[src/rtl/telem_pkg.sv]
package telem_pkg;

    // Fault flags in the order they leave the wire
    typedef struct packed {
        logic oc;
        logic uv;
        logic ov;
    } telem_flt_t;

    localparam int unsigned FLT_W = 3;

    // Control states of the serializer
    typedef enum logic [1:0] {
        ST_IDLE   = 2'd0,
        ST_HALF_A = 2'd1,
        ST_HALF_B = 2'd2,
        ST_GAP    = 2'd3
    } tx_state_t;

endpackage

[src/rtl/telem_half_timer.sv]
module telem_half_timer #(
    parameter int unsigned HALF_CYC = 4
) (
    input  logic clk,
    input  logic rst_n,
    input  logic clr,
    output logic tick
);
    localparam int unsigned CW = (HALF_CYC > 1) ? $clog2(HALF_CYC) : 1;
    localparam logic [CW-1:0] LAST = CW'(HALF_CYC - 1);

    logic [CW-1:0] cnt_q;

    always_ff @(posedge clk or negedge rst_n) begin
        if (!rst_n) begin
            cnt_q <= '0;
        end else if (clr || cnt_q == LAST) begin
            cnt_q <= '0;
        end else begin
            cnt_q <= cnt_q + 1'b1;
        end
    end

    assign tick = (cnt_q == LAST);
endmodule

[src/rtl/telem_slot_bank.sv]
module telem_slot_bank
    import telem_pkg::*;
#(
    parameter int unsigned CH_W   = 2,
    parameter int unsigned DATA_W = 10
) (
    input  logic                              clk,
    input  logic                              rst_n,
    input  logic                              wr_en,
    input  logic [CH_W-1:0]                   wr_ch,
    input  logic [DATA_W-1:0]                 wr_data,
    input  telem_flt_t                        wr_flt,
    input  logic                              rd_clr,
    input  logic [CH_W-1:0]                   rd_ch,
    output logic [(1<<CH_W)-1:0]              pend_mask,
    output logic [(1<<CH_W)-1:0][DATA_W-1:0]  slot_data,
    output telem_flt_t [(1<<CH_W)-1:0]        slot_flt
);
    localparam int unsigned NUM_CH = 1 << CH_W;

    for (genvar g = 0; g < NUM_CH; g++) begin : g_slot
        logic hit_wr;
        logic hit_clr;
        assign hit_wr  = wr_en  && (wr_ch == CH_W'(g));
        assign hit_clr = rd_clr && (rd_ch == CH_W'(g));

        always_ff @(posedge clk or negedge rst_n) begin
            if (!rst_n) begin
                pend_mask[g] <= 1'b0;
                slot_data[g] <= '0;
                slot_flt[g]  <= '0;
            end else if (hit_wr) begin
                // a fresh sample wins over a clear in the same cycle
                pend_mask[g] <= 1'b1;
                slot_data[g] <= wr_data;
                slot_flt[g]  <= wr_flt;
            end else if (hit_clr) begin
                pend_mask[g] <= 1'b0;
            end
        end
    end
endmodule

[src/rtl/telem_rr_pick.sv]
module telem_rr_pick #(
    parameter int unsigned CH_W = 2
) (
    input  logic [(1<<CH_W)-1:0] pend_mask,
    input  logic [CH_W-1:0]      last_ch,
    output logic                 grant_vld,
    output logic [CH_W-1:0]      grant_ch
);
    localparam int unsigned NUM_CH = 1 << CH_W;

    always_comb begin
        grant_vld = 1'b0;
        grant_ch  = '0;
        for (int off = 1; off <= NUM_CH; off++) begin
            logic [CH_W-1:0] idx;
            idx = last_ch + CH_W'(off);
            if (!grant_vld && pend_mask[idx]) begin
                grant_vld = 1'b1;
                grant_ch  = idx;
            end
        end
    end
endmodule

[src/rtl/telem_frame_fsm.sv]
module telem_frame_fsm
    import telem_pkg::*;
#(
    parameter int unsigned CH_W   = 2,
    parameter int unsigned DATA_W = 10
) (
    input  logic              clk,
    input  logic              rst_n,
    input  logic              grant_vld,
    input  logic [CH_W-1:0]   grant_ch,
    input  logic [DATA_W-1:0] sel_data,
    input  telem_flt_t        sel_flt,
    input  logic              half_tick,
    output logic              take,
    output logic [CH_W-1:0]   last_ch,
    output logic              busy,
    output logic              line_out
);
    localparam int unsigned PAY_W      = CH_W + DATA_W + FLT_W;
    localparam int unsigned FRAME_BITS = PAY_W + 3;
    localparam int unsigned IDX_W      = $clog2(FRAME_BITS);
    localparam logic [IDX_W-1:0] LAST_BIT = IDX_W'(FRAME_BITS - 1);

    tx_state_t state_q, state_d;
    logic [FRAME_BITS-1:0] frame_q;
    logic [IDX_W-1:0]      bit_idx_q;
    logic                  gap_half_q;
    logic                  line_q;
    logic [CH_W-1:0]       last_q;

    logic [PAY_W-1:0]      payload;
    logic [FRAME_BITS-1:0] frame_new;

    assign payload   = {grant_ch, sel_data, sel_flt};
    assign frame_new = {1'b0, 1'b1, payload, ^payload};

    // state register
    always_ff @(posedge clk or negedge rst_n) begin
        if (!rst_n) state_q <= ST_IDLE;
        else        state_q <= state_d;
    end

    // transitions
    always_comb begin
        state_d = state_q;
        unique case (state_q)
            ST_IDLE:   if (grant_vld) state_d = ST_HALF_A;
            ST_HALF_A: if (half_tick) state_d = ST_HALF_B;
            ST_HALF_B: if (half_tick) state_d = (bit_idx_q == LAST_BIT) ? ST_GAP : ST_HALF_A;
            ST_GAP:    if (half_tick && gap_half_q) state_d = ST_IDLE;
            default:   state_d = ST_IDLE;
        endcase
    end

    // outputs and frame datapath
    always_ff @(posedge clk or negedge rst_n) begin
        if (!rst_n) begin
            frame_q    <= '0;
            bit_idx_q  <= '0;
            gap_half_q <= 1'b0;
            line_q     <= 1'b1;
            last_q     <= '1;
        end else begin
            unique case (state_q)
                ST_IDLE: begin
                    line_q <= 1'b1;
                    if (grant_vld) begin
                        frame_q   <= frame_new;
                        bit_idx_q <= '0;
                        line_q    <= frame_new[FRAME_BITS-1];
                        last_q    <= grant_ch;
                    end
                end
                ST_HALF_A: begin
                    if (half_tick) line_q <= ~frame_q[FRAME_BITS-1];
                end
                ST_HALF_B: begin
                    if (half_tick) begin
                        if (bit_idx_q == LAST_BIT) begin
                            line_q     <= 1'b1;
                            gap_half_q <= 1'b0;
                        end else begin
                            frame_q   <= frame_q << 1;
                            bit_idx_q <= bit_idx_q + 1'b1;
                            line_q    <= frame_q[FRAME_BITS-2];
                        end
                    end
                end
                ST_GAP: begin
                    line_q <= 1'b1;
                    if (half_tick) gap_half_q <= 1'b1;
                end
                default: line_q <= 1'b1;
            endcase
        end
    end

    assign take     = (state_q == ST_IDLE) && grant_vld;
    assign busy     = (state_q != ST_IDLE);
    assign line_out = line_q;
    assign last_ch  = last_q;
endmodule

[src/rtl/telem_frame_tx.sv]
module telem_frame_tx
    import telem_pkg::*;
#(
    parameter int unsigned CH_W     = 2,
    parameter int unsigned DATA_W   = 10,
    parameter int unsigned HALF_CYC = 4085
) (
    input  logic              clk,
    input  logic              rst_n,
    input  logic              conv_done,
    input  logic [CH_W-1:0]   conv_ch,
    input  logic [DATA_W-1:0] conv_data,
    input  logic              flt_oc,
    input  logic              flt_uv,
    input  logic              flt_ov,
    output logic              line_out
);
    localparam int unsigned NUM_CH = 1 << CH_W;

    logic                             half_tick;
    logic                             take;
    logic                             tx_busy;
    logic                             grant_vld;
    logic [CH_W-1:0]                  grant_ch;
    logic [CH_W-1:0]                  last_ch;
    logic [NUM_CH-1:0]                pend_mask;
    logic [NUM_CH-1:0][DATA_W-1:0]    slot_data;
    telem_flt_t [NUM_CH-1:0]          slot_flt;
    telem_flt_t                       in_flt;
    logic                             pend_any;

    assign in_flt   = '{oc: flt_oc, uv: flt_uv, ov: flt_ov};
    assign pend_any = |pend_mask;

    telem_half_timer #(.HALF_CYC(HALF_CYC)) timer_i (
        .clk   (clk),
        .rst_n (rst_n),
        .clr   (take),
        .tick  (half_tick)
    );

    telem_slot_bank #(.CH_W(CH_W), .DATA_W(DATA_W)) slots_i (
        .clk       (clk),
        .rst_n     (rst_n),
        .wr_en     (conv_done),
        .wr_ch     (conv_ch),
        .wr_data   (conv_data),
        .wr_flt    (in_flt),
        .rd_clr    (take),
        .rd_ch     (grant_ch),
        .pend_mask (pend_mask),
        .slot_data (slot_data),
        .slot_flt  (slot_flt)
    );

    telem_rr_pick #(.CH_W(CH_W)) pick_i (
        .pend_mask (pend_mask),
        .last_ch   (last_ch),
        .grant_vld (grant_vld),
        .grant_ch  (grant_ch)
    );

    telem_frame_fsm #(.CH_W(CH_W), .DATA_W(DATA_W)) fsm_i (
        .clk       (clk),
        .rst_n     (rst_n),
        .grant_vld (grant_vld),
        .grant_ch  (grant_ch),
        .sel_data  (slot_data[grant_ch]),
        .sel_flt   (slot_flt[grant_ch]),
        .half_tick (half_tick),
        .take      (take),
        .last_ch   (last_ch),
        .busy      (tx_busy),
        .line_out  (line_out)
    );
endmodule

[config.mk]
export PLATFORM = sky130hd
export DESIGN_NAME = telem_frame_tx
export DESIGN_NICKNAME = d
export VERILOG_FILES = /design/src/rtl/telem_pkg.sv /design/src/rtl/telem_half_timer.sv /design/src/rtl/telem_slot_bank.sv /design/src/rtl/telem_rr_pick.sv /design/src/rtl/telem_frame_fsm.sv /design/src/rtl/telem_frame_tx.sv
export SDC_FILE = /design/constraint.sdc
export NUM_CORES = 1
export LEC_CHECK = 0
export BUFFER_PORTS_ARGS = -buffer_cell sky130_fd_sc_hd__buf_2
export CAP_MARGIN = 15
export CORE_MARGIN = 4
export CORE_UTILIZATION = 55
export DETAILED_ROUTE_END_ITERATION = 7
export GPL_TIMING_DRIVEN = 0
export PLACE_DENSITY = 0.72
export SLEW_MARGIN = 20
export SYNTH_ARGS = -nofsm -noshare
export SYNTH_HDL_FRONTEND = slang
export SYNTH_HIERARCHICAL = 1
export SYNTH_SLANG_ARGS = --single-unit
[constraint.sdc]
create_clock -name clk -period 4.7 [get_ports clk]
set_clock_uncertainty 0.1 [all_clocks]
set_input_delay 0.47 -clock clk [delete_from_list [all_inputs] [get_ports clk]]
set_output_delay 0.47 -clock clk [all_outputs]
set_load 0.01 [all_outputs]
==> run metrics <==
status completed; # diodes 0; Mapped Area 0.00477 sq mm; commonest non-fill, non-tap cell in the layout dfrtp_1; CTS max path bufs 2; Clk Latency, worst-skew pair 360 ps; nets 429; maximum operating frequency 0.294 GHz; CTS Sinks 97; Initial DRT Pass Iterations 5; hold path startpoint conv_data[9]; synthesis warning total 6; critical path class register to register; CTS buffer count 9; Port-buffer cells 18; cells on worst reg2reg path 8; maximum VDD drop 0.000200 V; Cells after Synth 376; Worst-Margin Slew 902 ps; Slowest cell on crit path a21oi_1; core area 0.00834 sq mm; Data required, critical path 4830 ps; Die H 101 um; Clock Power Share 0.294; wire per inst 16.9 um; Root Buffer clkbuf_8; Fin. Hold Viols 0; total track usage 0.187; Leak 0.00232 uW; slack of the critical path 1300 ps; Tcrit/Tclk final 0.723; final slew viol count 0; logic gate share of total power 0.157; RSZ-0062 raised after global routing no; crit path capture type register; die area 0.0102 sq mm; largest stage delay on the critical path 710 ps; Crit path top cell by count xnor3_1; Max-cap violations 0; vias in the first global route 3169; largest net degree at the start of global routing 58; Reg clk slew, reported paths 110 ps; post-detailed-route DRC marker count 0; num ports 19; worst setup path startpoint fsm_i/last_ch[1]; setup_tns 0 ps; final critical-path required period 3400 ps; Hold Crit Class primary input to register; routability cong. 0.822; critical-path cell list a31oi_1 > a21oi_1 > buf_2 > mux4_2 > xnor2_1 > xnor3_1 > xnor3_1 > o22ai_1; Setup-failing EPs final 0; area growth from synthesis to final layout 9.44%; Via density 5.81; initial antenna violation count 0; Via Count 3006; Post-DP HPWL 6050 um; critical-path maximum fanout 11; pre-CTS setup slack 1340 ps; Routed Antenna Nets 0; Seq pwr share 0.549; CP Data Arrival Time 3530 ps; sw power 454 uW; CTS tree built; CTS H-tree lvls 3; Worst Setup EP fsm_i/frame_q[0]; power per cell area 337 mW/mm^2; GR Overflow Total 0; Post-Syn Area per Cell 12.7 sq um; worst reg2reg setup slack 1300 ps; FF-to-FF Start fsm_i/last_ch[1]; Syn Nets 398; relative slew slack 0.399; Die Width 101 um; FP Rows 33; P_int 1300 uW; most frequent cells in the layout dfrtp_1, mux2_2, nor2_1, buf_2, o22ai_1; WL final 8720 um; FF-to-FF End fsm_i/frame_q[0]; layout cells sized above 1 0.313; Setup Buffers After CTS 0; startpoint types register; first-pass GRT wire length 15100 um; Starting Density 0.572; DRT iter0 DRCs 127; switch share 0.259
timing repair:
item                                    4_1_cts  5_1_grt
hold endpoints to repair                     40        0
resized for setup                             0        0
endpoints found under the setup margin        0        0
hold buffers                                  1        0
flip-flops by register name, indices dropped and copies added (netlist names):
register / count
fsm_i/gap_half_q: 1
fsm_i/bit_idx_q: 5
slots_i/slot_data: 40
fsm_i/frame_q: 18
slots_i/slot_flt: 12
fsm_i/last_ch: 2
slots_i/pend_mask: 4
timer_i/cnt_q: 12
fsm_i/line_out: 1
fsm_i/state_q: 2
per-layer routing:
layer / vias to the layer above / track usage / routed length, um
li1: 1436 / - / -
met2: 38 / 0.303 / 4270
met3: 4 / 0.0367 / 258
met5: - / 0 / 0
met4: 0 / 0.0552 / 46
met1: 1528 / 0.258 / 4140
power groups by stage:
stage          Combinational [uW]  Sequential (uW)  Clock [uW]
3_5_place_dp                  278              982           0
5_1_grt                       296              976         569
6_report                      275              965         517
3_3_place_gp                  264              977           0
2_1_floorplan                 215              967           0
4_1_cts                       279              965         530
stage by stage:
step | cell area [sq um] | hold WS [ps] | std cells | utilization | total power, uW
after floorplan | 4770 | 74.4 | 376 | - | 1180
after global placement | 4990 | 375 | 499 | 0.598 | 1240
after detailed placement | 5020 | 306 | 500 | 0.602 | 1260
after CTS | 5220 | 263 | 517 | 0.626 | 1770
after global routing | 5220 | 270 | 517 | 0.626 | 1840
final | 5220 | 275 | 517 | 0.626 | 1760
cell type report:
type / count / area [sq um]
Fill cell: 643 / 3120
Sequential cell: 97 / 2430
Multi-Input combinational cell: 248 / 2150
Timing Repair Buffer: 20 / 134
Tap cell: 105 / 131
Clock buffer: 9 / 124
Buffer: 14 / 116
Inverter: 17 / 68.8
Clock inverter: 7 / 61.3
worst max-delay path: cells and delay by family, from the launching register on:
family          cells  cell delay [ps]
mux                 1              400
flops               1              600
xor+xnor            3              860
buf+inv             1              430
compound gates      3              890
how the worst min path moves through the flow:
| stage | endpoint | cells past startpoint | slack, ps |
|---|---|---|---|
| final | slots_i/slot_data[29] | 2 | 270 |
| after global routing | slots_i/slot_data[32] | 2 | 270 |
| after CTS | slots_i/slot_data[35] | 2 | 260 |
| after detailed placement | timer_i/cnt_q[0] | 1 | 310 |
| after global placement | fsm_i/last_ch[0] | 2 | 380 |
| after floorplan | fsm_i/bit_idx_q[0] | 0 | 70 |
(Power assumes the default switching activity.)
